===== src/rtl/pxw_pkg.sv =====
package pxw_pkg;
  localparam int PIX_W  = 8;
  localparam int WORD_W = 32;
  localparam int CNT_W  = 6;   // holds a count of up to 32
  localparam int IDX_W  = 5;   // pixel index within a transfer

  localparam logic [3:0] ROP_CLEAR  = 4'd0;
  localparam logic [3:0] ROP_COPY   = 4'd3;
  localparam logic [3:0] ROP_XOR    = 4'd6;
  localparam logic [3:0] ROP_INVERT = 4'd10;
  localparam logic [3:0] ROP_SET    = 4'd15;

  localparam int OPB_GATE  = 29;
  localparam int OPB_KEEPA = 28;
  localparam int OPB_KEEPB = 1;

  // merge src into dst through the raster code, only inside pm
  function automatic logic [PIX_W-1:0] rop_apply(input logic [3:0] code,
                                                 input logic [PIX_W-1:0] dst,
                                                 input logic [PIX_W-1:0] src,
                                                 input logic [PIX_W-1:0] pm);
    case (code)
      ROP_CLEAR:  rop_apply = dst & ~pm;
      ROP_COPY:   rop_apply = (dst & ~pm) | (src & pm);
      ROP_XOR:    rop_apply = dst ^ (src & pm);
      ROP_INVERT: rop_apply = dst ^ pm;
      ROP_SET:    rop_apply = dst | pm;
      default:    rop_apply = dst;
    endcase
  endfunction

  // pixels covered by one transfer
  function automatic logic [CNT_W-1:0] xfer_count(input logic [1:0] sz,
                                                  input logic [3:0] fld,
                                                  input logic       dir);
    logic [15:0]      raw;
    logic [CNT_W-1:0] lim;
    raw = 16'd1 << fld;
    case (sz)
      2'd0:    lim = CNT_W'(8);
      2'd1:    lim = CNT_W'(16);
      default: lim = CNT_W'(32);
    endcase
    if (dir)                      xfer_count = CNT_W'(4);
    else if (raw > 16'(lim))      xfer_count = lim;
    else                          xfer_count = raw[CNT_W-1:0];
  endfunction

  // bitmask as seen by the pixel index in expansion mode
  function automatic logic [WORD_W-1:0] mask_align(input logic [1:0] sz,
                                                   input logic [WORD_W-1:0] bm,
                                                   input logic dir);
    if (dir)             mask_align = bm;
    else if (sz == 2'd0) mask_align = bm >> 24;
    else if (sz == 2'd1) mask_align = bm >> 16;
    else                 mask_align = bm;
  endfunction
endpackage


===== src/rtl/pxw_rop.sv =====
module pxw_rop
  import pxw_pkg::*;
(
  input  logic [3:0]       code,
  input  logic [PIX_W-1:0] dst,
  input  logic [PIX_W-1:0] src,
  input  logic [PIX_W-1:0] pm,
  output logic [PIX_W-1:0] res
);
  assign res = rop_apply(code, dst, src, pm);
endmodule


===== src/rtl/pxw_pixsel.sv =====
module pxw_pixsel
  import pxw_pkg::*;
(
  input  logic              dir,
  input  logic [IDX_W-1:0]  idx,
  input  logic [IDX_W-1:0]  last_idx,
  input  logic [WORD_W-1:0] data,
  input  logic [PIX_W-1:0]  fg,
  input  logic [PIX_W-1:0]  bg,
  input  logic              gate_on,
  input  logic              keep_zero,
  input  logic [WORD_W-1:0] bmask,
  output logic [PIX_W-1:0]  src,
  output logic              en
);
  localparam int LANES = WORD_W / PIX_W;

  logic [PIX_W-1:0] lane [LANES];
  logic [IDX_W-1:0] bit_pos;
  logic [IDX_W-1:0] dir_mpos;
  logic             data_bit;
  logic             mask_ok;

  // lane 0 is the most significant byte
  for (genvar k = 0; k < LANES; k++) begin : g_lane
    assign lane[k] = data[WORD_W-1-PIX_W*k -: PIX_W];
  end

  assign bit_pos  = last_idx - idx;
  assign dir_mpos = IDX_W'(WORD_W-1) - idx;

  always_comb begin
    data_bit = data[bit_pos];
    if (dir) begin
      mask_ok = !gate_on || bmask[dir_mpos];
      src     = lane[idx[$clog2(LANES)-1:0]];
      en      = mask_ok;
    end else begin
      mask_ok = !gate_on || bmask[bit_pos];
      src     = data_bit ? fg : bg;
      en      = mask_ok && (data_bit || !keep_zero);
    end
  end
endmodule


===== src/rtl/pxw_seq.sv =====
module pxw_seq
  import pxw_pkg::*;
#(
  parameter int ADDR_W = 12
) (
  input  logic              clk,
  input  logic              rst_n,
  input  logic              go,
  input  logic [ADDR_W-1:0] base_q,
  input  logic [IDX_W-1:0]  last_idx,
  input  logic [PIX_W-1:0]  px_src,
  input  logic              px_en,
  output logic              issuing,
  output logic [IDX_W-1:0]  idx,
  output logic [ADDR_W-1:0] rd_addr,
  output logic              last_issue,
  output logic              s2_valid,
  output logic [ADDR_W-1:0] s2_addr,
  output logic [PIX_W-1:0]  s2_src,
  output logic              s2_en
);
  assign rd_addr    = base_q + ADDR_W'(idx);
  assign last_issue = issuing && (idx == last_idx);

  always_ff @(posedge clk) begin
    if (!rst_n) begin
      issuing  <= 1'b0;
      idx      <= '0;
      s2_valid <= 1'b0;
      s2_addr  <= '0;
      s2_src   <= '0;
      s2_en    <= 1'b0;
    end else begin
      if (go) begin
        issuing <= 1'b1;
        idx     <= '0;
      end else if (issuing) begin
        idx <= idx + 1'b1;
        if (last_issue) issuing <= 1'b0;
      end
      s2_valid <= issuing;
      if (issuing) begin
        s2_addr <= rd_addr;
        s2_src  <= px_src;
        s2_en   <= px_en;
      end else begin
        s2_en   <= 1'b0;
      end
    end
  end
endmodule


===== src/rtl/pxw_writer.sv =====
module pxw_writer
  import pxw_pkg::*;
#(
  parameter int ADDR_W  = 12,
  parameter int FB_SIZE = 4096
) (
  input  logic              clk,
  input  logic              rst_n,
  input  logic              start,
  input  logic [ADDR_W-1:0] base,
  input  logic [1:0]        acc_size,
  input  logic [3:0]        pix_field,
  input  logic              direct,
  input  logic              incr_x,
  input  logic [31:0]       data,
  input  logic [7:0]        fg,
  input  logic [7:0]        bg,
  input  logic [7:0]        plane_mask,
  input  logic [31:0]       op,
  input  logic [31:0]       bitmask,
  input  logic              pos_ld,
  input  logic [31:0]       pos_din,
  output logic [31:0]       pos,
  output logic              busy,
  output logic              err,
  output logic              ram_rd_en,
  output logic [ADDR_W-1:0] ram_rd_addr,
  input  logic [7:0]        ram_rd_data,
  output logic              ram_wr_en,
  output logic [ADDR_W-1:0] ram_wr_addr,
  output logic [7:0]        ram_wr_data
);
  localparam int EXT_W = ADDR_W + CNT_W + 1;

  // transfer fields captured on acceptance
  logic [ADDR_W-1:0] base_q;
  logic [IDX_W-1:0]  last_q;
  logic              dir_q;
  logic [WORD_W-1:0] data_q;
  logic [PIX_W-1:0]  fg_q, bg_q, pm_q;
  logic [3:0]        code_q;
  logic              gate_q, keep_q;
  logic [WORD_W-1:0] bm_q;

  // named events
  logic [CNT_W-1:0]  cnt_now;
  logic [EXT_W-1:0]  end_ext;
  logic              in_bounds;
  logic              accept;
  logic              reject;

  logic              issuing, last_issue;
  logic [IDX_W-1:0]  idx;
  logic [PIX_W-1:0]  px_src, s2_src, rop_out;
  logic              px_en, s2_valid, s2_en;
  logic [ADDR_W-1:0] rd_addr, s2_addr;

  assign cnt_now   = xfer_count(acc_size, pix_field, direct);
  assign end_ext   = EXT_W'(base) + EXT_W'(cnt_now);
  assign in_bounds = end_ext <= EXT_W'(FB_SIZE);
  assign busy      = issuing || s2_valid;
  assign accept    = start && !busy && in_bounds;
  assign reject    = start && !busy && !in_bounds;

  always_ff @(posedge clk) begin
    if (!rst_n) begin
      base_q <= '0;
      last_q <= '0;
      dir_q  <= 1'b0;
      data_q <= '0;
      fg_q   <= '0;
      bg_q   <= '0;
      pm_q   <= '0;
      code_q <= '0;
      gate_q <= 1'b0;
      keep_q <= 1'b0;
      bm_q   <= '0;
      err    <= 1'b0;
      pos    <= '0;
    end else begin
      err <= reject;
      if (accept) begin
        base_q <= base;
        last_q <= IDX_W'(cnt_now - CNT_W'(1));
        dir_q  <= direct;
        data_q <= data;
        fg_q   <= fg;
        bg_q   <= bg;
        pm_q   <= plane_mask;
        code_q <= op[11:8];
        gate_q <= op[OPB_GATE];
        keep_q <= op[OPB_KEEPA] | op[OPB_KEEPB];
        bm_q   <= mask_align(acc_size, bitmask, direct);
      end
      if (pos_ld)
        pos <= pos_din;
      else if (accept && incr_x)
        pos <= pos + {24'd0, cnt_now, 2'b00};
    end
  end

  pxw_pixsel u_sel (
    .dir      (dir_q),
    .idx      (idx),
    .last_idx (last_q),
    .data     (data_q),
    .fg       (fg_q),
    .bg       (bg_q),
    .gate_on  (gate_q),
    .keep_zero(keep_q),
    .bmask    (bm_q),
    .src      (px_src),
    .en       (px_en)
  );

  pxw_seq #(.ADDR_W(ADDR_W)) u_seq (
    .clk       (clk),
    .rst_n     (rst_n),
    .go        (accept),
    .base_q    (base_q),
    .last_idx  (last_q),
    .px_src    (px_src),
    .px_en     (px_en),
    .issuing   (issuing),
    .idx       (idx),
    .rd_addr   (rd_addr),
    .last_issue(last_issue),
    .s2_valid  (s2_valid),
    .s2_addr   (s2_addr),
    .s2_src    (s2_src),
    .s2_en     (s2_en)
  );

  pxw_rop u_rop (
    .code(code_q),
    .dst (ram_rd_data),
    .src (s2_src),
    .pm  (pm_q),
    .res (rop_out)
  );

  assign ram_rd_en   = issuing;
  assign ram_rd_addr = rd_addr;
  assign ram_wr_en   = s2_valid && s2_en;
  assign ram_wr_addr = s2_addr;
  assign ram_wr_data = rop_out;
endmodule


===== config.mk =====
export PLATFORM = sky130hd
export DESIGN_NAME = pxw_writer
export DESIGN_NICKNAME = d
export VERILOG_FILES = /design/src/rtl/pxw_pkg.sv /design/src/rtl/pxw_rop.sv /design/src/rtl/pxw_pixsel.sv /design/src/rtl/pxw_seq.sv /design/src/rtl/pxw_writer.sv
export SDC_FILE = /design/constraint.sdc
export NUM_CORES = 1
export LEC_CHECK = 0
export ABC_AREA = 1
export BUFFER_PORTS_ARGS = -buffer_cell sky130_fd_sc_hd__buf_2
export CORE_ASPECT_RATIO = 1.2
export CORE_MARGIN = 5
export CORE_UTILIZATION = 60
export DETAILED_ROUTE_END_ITERATION = 7
export PLACE_DENSITY = 0.83
export SYNTH_ARGS = -nofsm -noshare
export SYNTH_HDL_FRONTEND = slang
export SYNTH_HIERARCHICAL = 1
export SYNTH_SLANG_ARGS = --single-unit

===== constraint.sdc =====
create_clock -name clk -period 7.7 [get_ports clk]
set_input_delay 1.54 -clock clk [delete_from_list [all_inputs] [get_ports clk]]
set_output_delay 1.54 -clock clk [all_outputs]
set_load 0.01 [all_outputs]

---- Yosys cells after proc, flatten, opt, wreduce, memory -nomap -nowiden ----
Cells that the tools add are included.
W data, S select, Z words.
operators by class
  $add $sub $neg .......................... 7
  order comparisons ....................... 5
  equality and inequality tests ........... 6
  shift-type cells ........................ 1
  multiplexer cells ....................... 24
  bitwise gates (word level) .............. 10
  reduce and logical (&&, ||, !) cells .... 20
operator list
  kind                    count
  $mux W32                5
  $pmux W8 S5             1
  $add A32 B8 Y32         1
  $mux W8                 4
  $and A8 B8 Y8           2
  $bmux W8 S2             1
  $gt A16 B6 Y1           1
  $or A8 B8 Y8            2
  $shl A1 B4 Y16 const A  1
  $xor A8 B8 Y8           2
  $bmux W1 S5             3
  $add A12 B6 Y13         1
  $le A13 B13 Y1 const B  1
  $add A12 B5 Y12         1
  $lt A5 B6 Y1 const B    2
  $mux W6                 2
  $pmux W6 S2             1
  $eq A4 B4 Y1 const B    2
  $not A8 Y8              1
  $logic_and A1 B1 Y1     7
  $mux W1                 7
  $add A5 B1 Y5 const B   1
  $eq A5 B5 Y1            1
  $sub A5 B1 Y5 const B   1
  16 further kinds        22
storage, ports and cells
  bits in registers ....................... 173
  output and inout port bits .............. 68

---- Logic depth before layout (Yosys ltp) ----
  word-level depth ........................ 11
  gate-level depth with buffers ........... 32
  gate-level depth less buffers ........... 31

---- Modules after synthesis ----
Netlist, hierarchy kept.
modules (own cells, without submodules)
  module      times used  cells an instance  area an instance (um2)  seq. area each (um2)
  pxw_writer  1           1170               7612.3                  2902.8
  pxw_pixsel  1           381                1764.2                  0.0
  pxw_seq     1           243                1619.1                  560.5
  pxw_rop     1           131                620.6                   0.0

---- Worst setup path after synthesis ----
OpenSTA, ideal clock, no wires.
  path kind ............................... input to register
  from .................................... input acc_size[0]
  to ...................................... register u_seq.idx[4]
  library setup time ...................... 0.115 ns
  arrival ................................. 4.915 ns
  required time ........................... 7.585 ns
  path slack .............................. 2.670 ns
  cell stages on the path ................. 32
  buffers on the path ..................... 1
  cell sequence ........................... clkinv_1 nor2_1 inv_2 ha_1 a21oi_1 o21bai_1 nand2_1 nand2_1 inv_1 nand3_1 inv_1 ha_1 inv_1 fa_1 inv_1 nand2_1 nand2_2 nand3_2 nand2_2 nand2_1 nand2_1 nand2_1 nor2_1 nand3_1 nand2_2 nand2_2 inv_2 buf_2 inv_1 nand2_1 a21oi_1 o21a_1
on the way
  word-level cells in the longest chain between the ends .. 9
  elaborated cells on any way between the ends .. 10
ends and longest elaborated chain
  what                                                     line              RTL
  start: declaration                                       pxw_writer.sv:11  input logic [1:0] acc_size,
  $eq A2 B1 Y1 / $logic_not A2 Y1 (equally long branches)  pxw_pkg.sv:39     case (sz)
  $pmux W6 S2 (*)                                          pxw_pkg.sv:39
  $gt A16 B6 Y1                                            pxw_pkg.sv:45     else if (raw > 16'(lim)) xfer_count = lim;
  $mux W6 (*)                                              pxw_pkg.sv:45
  $mux W6 (*)                                              pxw_pkg.sv:44     if (dir) xfer_count = CNT_W'(4);
  $add A12 B6 Y13 (*)                                      pxw_writer.sv:59  assign end_ext = EXT_W'(base) + EXT_W'(cnt_now);
  $le A13 B13 Y1 (*)                                       pxw_writer.sv:60  assign in_bounds = end_ext <= EXT_W'(FB_SIZE);
  $logic_and A1 B1 Y1 (*)                                  pxw_writer.sv:62  assign accept = start && !busy && in_bounds;
  named net accept                                         pxw_writer.sv:49  logic accept;
  $reduce_or A2 Y1 (no line) (*)                           n/a
  end signal: assignment                                   pxw_seq.sv:38     idx <= idx + 1'b1;
  end: declaration                                         pxw_seq.sv:14     output logic [IDX_W-1:0] idx,
The timed path passes the listed nets; every way through them passes the cells marked *.
A chain may end at the register's enable or synchronous reset.

---- Final worst setup path ----
  from .................................... input acc_size[0]
  to ...................................... register u_seq.idx[1]
on the way
  word-level cells in the longest chain between the ends .. 9
  elaborated cells on any way between the ends .. 10
ends and longest elaborated chain
  what                                                     line
  $eq A2 B1 Y1 / $logic_not A2 Y1 (equally long branches)  pxw_pkg.sv:39
  $pmux W6 S2 (*)                                          pxw_pkg.sv:39
  $gt A16 B6 Y1                                            pxw_pkg.sv:45
  $mux W6 (*)                                              pxw_pkg.sv:45
  $mux W6 (*)                                              pxw_pkg.sv:44
  $add A12 B6 Y13 (*)                                      pxw_writer.sv:59
  $le A13 B13 Y1 (*)                                       pxw_writer.sv:60
  $logic_and A1 B1 Y1 (*)                                  pxw_writer.sv:62
  $reduce_or A2 Y1 (no line) (*)                           n/a
Every way passes the cells marked *; elsewhere a longest branch is shown, timed or not.

==> results.py <==
metrics = {
    "run_status": {
        "status": "finished, final reports clean",
    },
    "placement": {
        "gp_congestion": 0.909,
        "io_buffer_count": 226,
        "placed_cell_area_um2": 12700,
        "hpwl_mm": 24.1,
        "place_ws_ns": 1.18,
    },
    "worst_setup_path": {
        "critPathCaptureType": "flip-flop",
        "r2r_end": "u_seq/s2_src[0]",
        "cpPeakStageDelay_ns": 0.68,
        "worst_path_max_delay_cell": "clkinv_2",
        "arrival_ns": 6.46,
        "reg2reg_from": "u_seq/idx[0]",
        "crit_path_end": "u_seq/idx[1]",
        "critPathTopFamily": "buffers and inverters",
        "required_ns": 8.05,
        "rrSetupSlack_ns": 4.02,
        "critPathMaxFanout": 66,
        "startpoint_type": "primary input",
        "path_buf_inv": 9,
        "cp.depth": 28,
        "critPathKind": "primary input to flip-flop",
        "cp-startpoint": "acc_size[0]",
        "reg2reg_depth": 15,
    },
    "floorplan": {
        "die_area_um2": 22200,
        "rows": 55,
        "start_util_pct": 61.4,
        "coreArea_um2": 18900,
        "dieWidth_um": 137,
        "die_h_um": 162,
        "io_pins": 252,
    },
    "timing": {
        "finalSetupViolCount": 0,
        "min_period_over_period_pct": 79.4,
        "rsz0062_at_grt": "false",
        "min_period_ns": 6.11,
        "tightestPinTransition_ns": 1.18,
        "fin_worst_skew_ns": 0.0104,
        "fin_tns_setup_ns": 0,
        "maxSlewViolCount": 0,
        "fmax_mhz": 164,
        "hold_viol": 0,
        "slew_headroom_pct": 21.0,
        "setup_slack_ns": 1.59,
    },
    "global_routing": {
        "grt_use_met3_pct": 6.74,
        "grt_max_degree": 111,
        "grt.busiest_layer": "met2",
        "grt-ovfl-total": 0,
        "gr-usage-met2_pct": 51.9,
        "grt_pass1_vias": 12000,
        "grt_pass1_wl_mm": 54.2,
        "antenna_found_initial": 7,
        "grt_use_total_pct": 29.4,
        "met1_usage_pct": 34.2,
    },
    "logic_synthesis": {
        "yosysWarnings": 6,
        "synth.net_count": 2138,
        "synth_cells": 1924,
        "synth_area_um2": 11600,
        "syn-mean-instance-area_um2": 6.04,
    },
    "job": {
        "drv_cap": 0,
    },
    "routing": {
        "wl_per_cell_um": 14.1,
        "dr.pass1.iters": 5,
        "via_per_inst": 5.44,
        "wl_mm": 33.3,
        "routed-via-count": 12800,
        "postRouteAntennaNets": 0,
        "drcViolationCount": 0,
        "drt_first_iter_violations": 983,
    },
    "cells_and_area": {
        "drive_above_1_share_pct": 14.8,
        "fin_nets": 2304,
        "fillCellCount": 1708,
        "final_common_cell": "nor2_1",
        "stdcell_area_um2": 13300,
        "layout_common_cells": "nor2_1, nand2_1, buf_2",
        "syn_to_final_growth_pct": 14.8,
    },
    "power_and_ir_drop": {
        "power_leakage_nw": 6.71,
        "vdd_drop_max_uv": 184,
        "power_density_nw_per_um2": 227,
    },
    "clock_network": {
        "clock-root-buffer": "clkbuf_16",
        "cts.repair.resized": 0,
        "cts.htree.levels": 4,
        "clk_pin_slew_ns": 0.07,
        "clkSinkCount": 173,
        "numCtsBuffers": 17,
        "cts_max_path_buffers": 2,
        "clk_latency_ns": 0.44,
        "postCtsHoldBufs": 0,
        "cts_tree": "done",
        "postCtsSetupBuffers": 0,
    },
    "hold_path": {
        "min-delay-path-class": "flip-flop to flip-flop",
        "whs_path_depth": 2,
    },
}
## sequential cells by signal, summed over array words and instances (netlist names)
| signal | count |
|---|---|
| base_q | 12 |
| bg_q | 8 |
| bm_q | 32 |
| code_q | 4 |
| data_q | 32 |
| dir_q | 1 |
| err | 1 |
| fg_q | 8 |
| gate_q | 1 |
| keep_q | 1 |
| last_q | 5 |
| pm_q | 8 |
| pos | 32 |
| u_seq/idx | 5 |
| u_seq/issuing | 1 |
| u_seq/s2_addr | 12 |
| u_seq/s2_en | 1 |
| u_seq/s2_src | 8 |
| u_seq/s2_valid | 1 |
## layer usage
metal  share of wire (%)  wire [µm]  up-vias
li1                    -          -     6485
met1                  40      13400     5816
met2                  49      16400      429
met3                 7.3       2420       90
met4                 3.2       1070       10
met5                0.14         48        -
## how the worst min path moves through the flow
stage	end	start	slack [ns]
after floorplan	dir_q	dir_q	0.45
after global placement	bm_q[18]	bm_q[18]	0.47
after detailed placement	fg_q[2]	fg_q[2]	0.47
after CTS	bg_q[4]	bg_q[4]	0.49
after global routing	data_q[20]	data_q[20]	0.50
final	data_q[23]	data_q[23]	0.48
## area by class of cell
class                           count  area (µm²)  area share [%]
Sequential cell                   173        3460            26.0
Tap cell                          256         320            2.40
Multi-Input combinational cell   1449        6890            51.7
Clock inverter                      9         159            1.19
Timing Repair Buffer              234        1210            9.05
Inverter                          215         808            6.06
Antenna cell                        1        2.50          0.0188
Clock buffer                       23         478            3.59
## per-stage QoR
step                      total power [mW]  hold WS, ns  std cells  utilization, %
after floorplan                       1.84        0.453       1924               -
after global placement                2.07        0.466       2327            67.1
after detailed placement              2.10        0.474       2327            67.1
after CTS                             3.03        0.489       2359            70.4
after global routing                  3.22        0.504       2359            70.4
final                                 3.03        0.485       2360            70.4
## where the power goes
part           internal, mW  switching, mW
logic                 0.356          0.636
registers              1.01         0.0924
clock network         0.570          0.366
## worst register-to-register path, cell delays in order (launching register included)
cell     delay [ns]
dfxtp_1        0.31
buf_4          0.45
ha_1           1.04
inv_2          0.52
nand2_1        0.19
nand3_1        0.09
nand2_1        0.10
nand2_1        0.05
nand3_1        0.13
nand3_4        0.16
nand2_4        0.16
nand2_1        0.06
nand3_1        0.06
nand2_1        0.10
nor2_1         0.11
nor2_1         0.06
No activity file was read; power rests on OpenSTA's default activity.
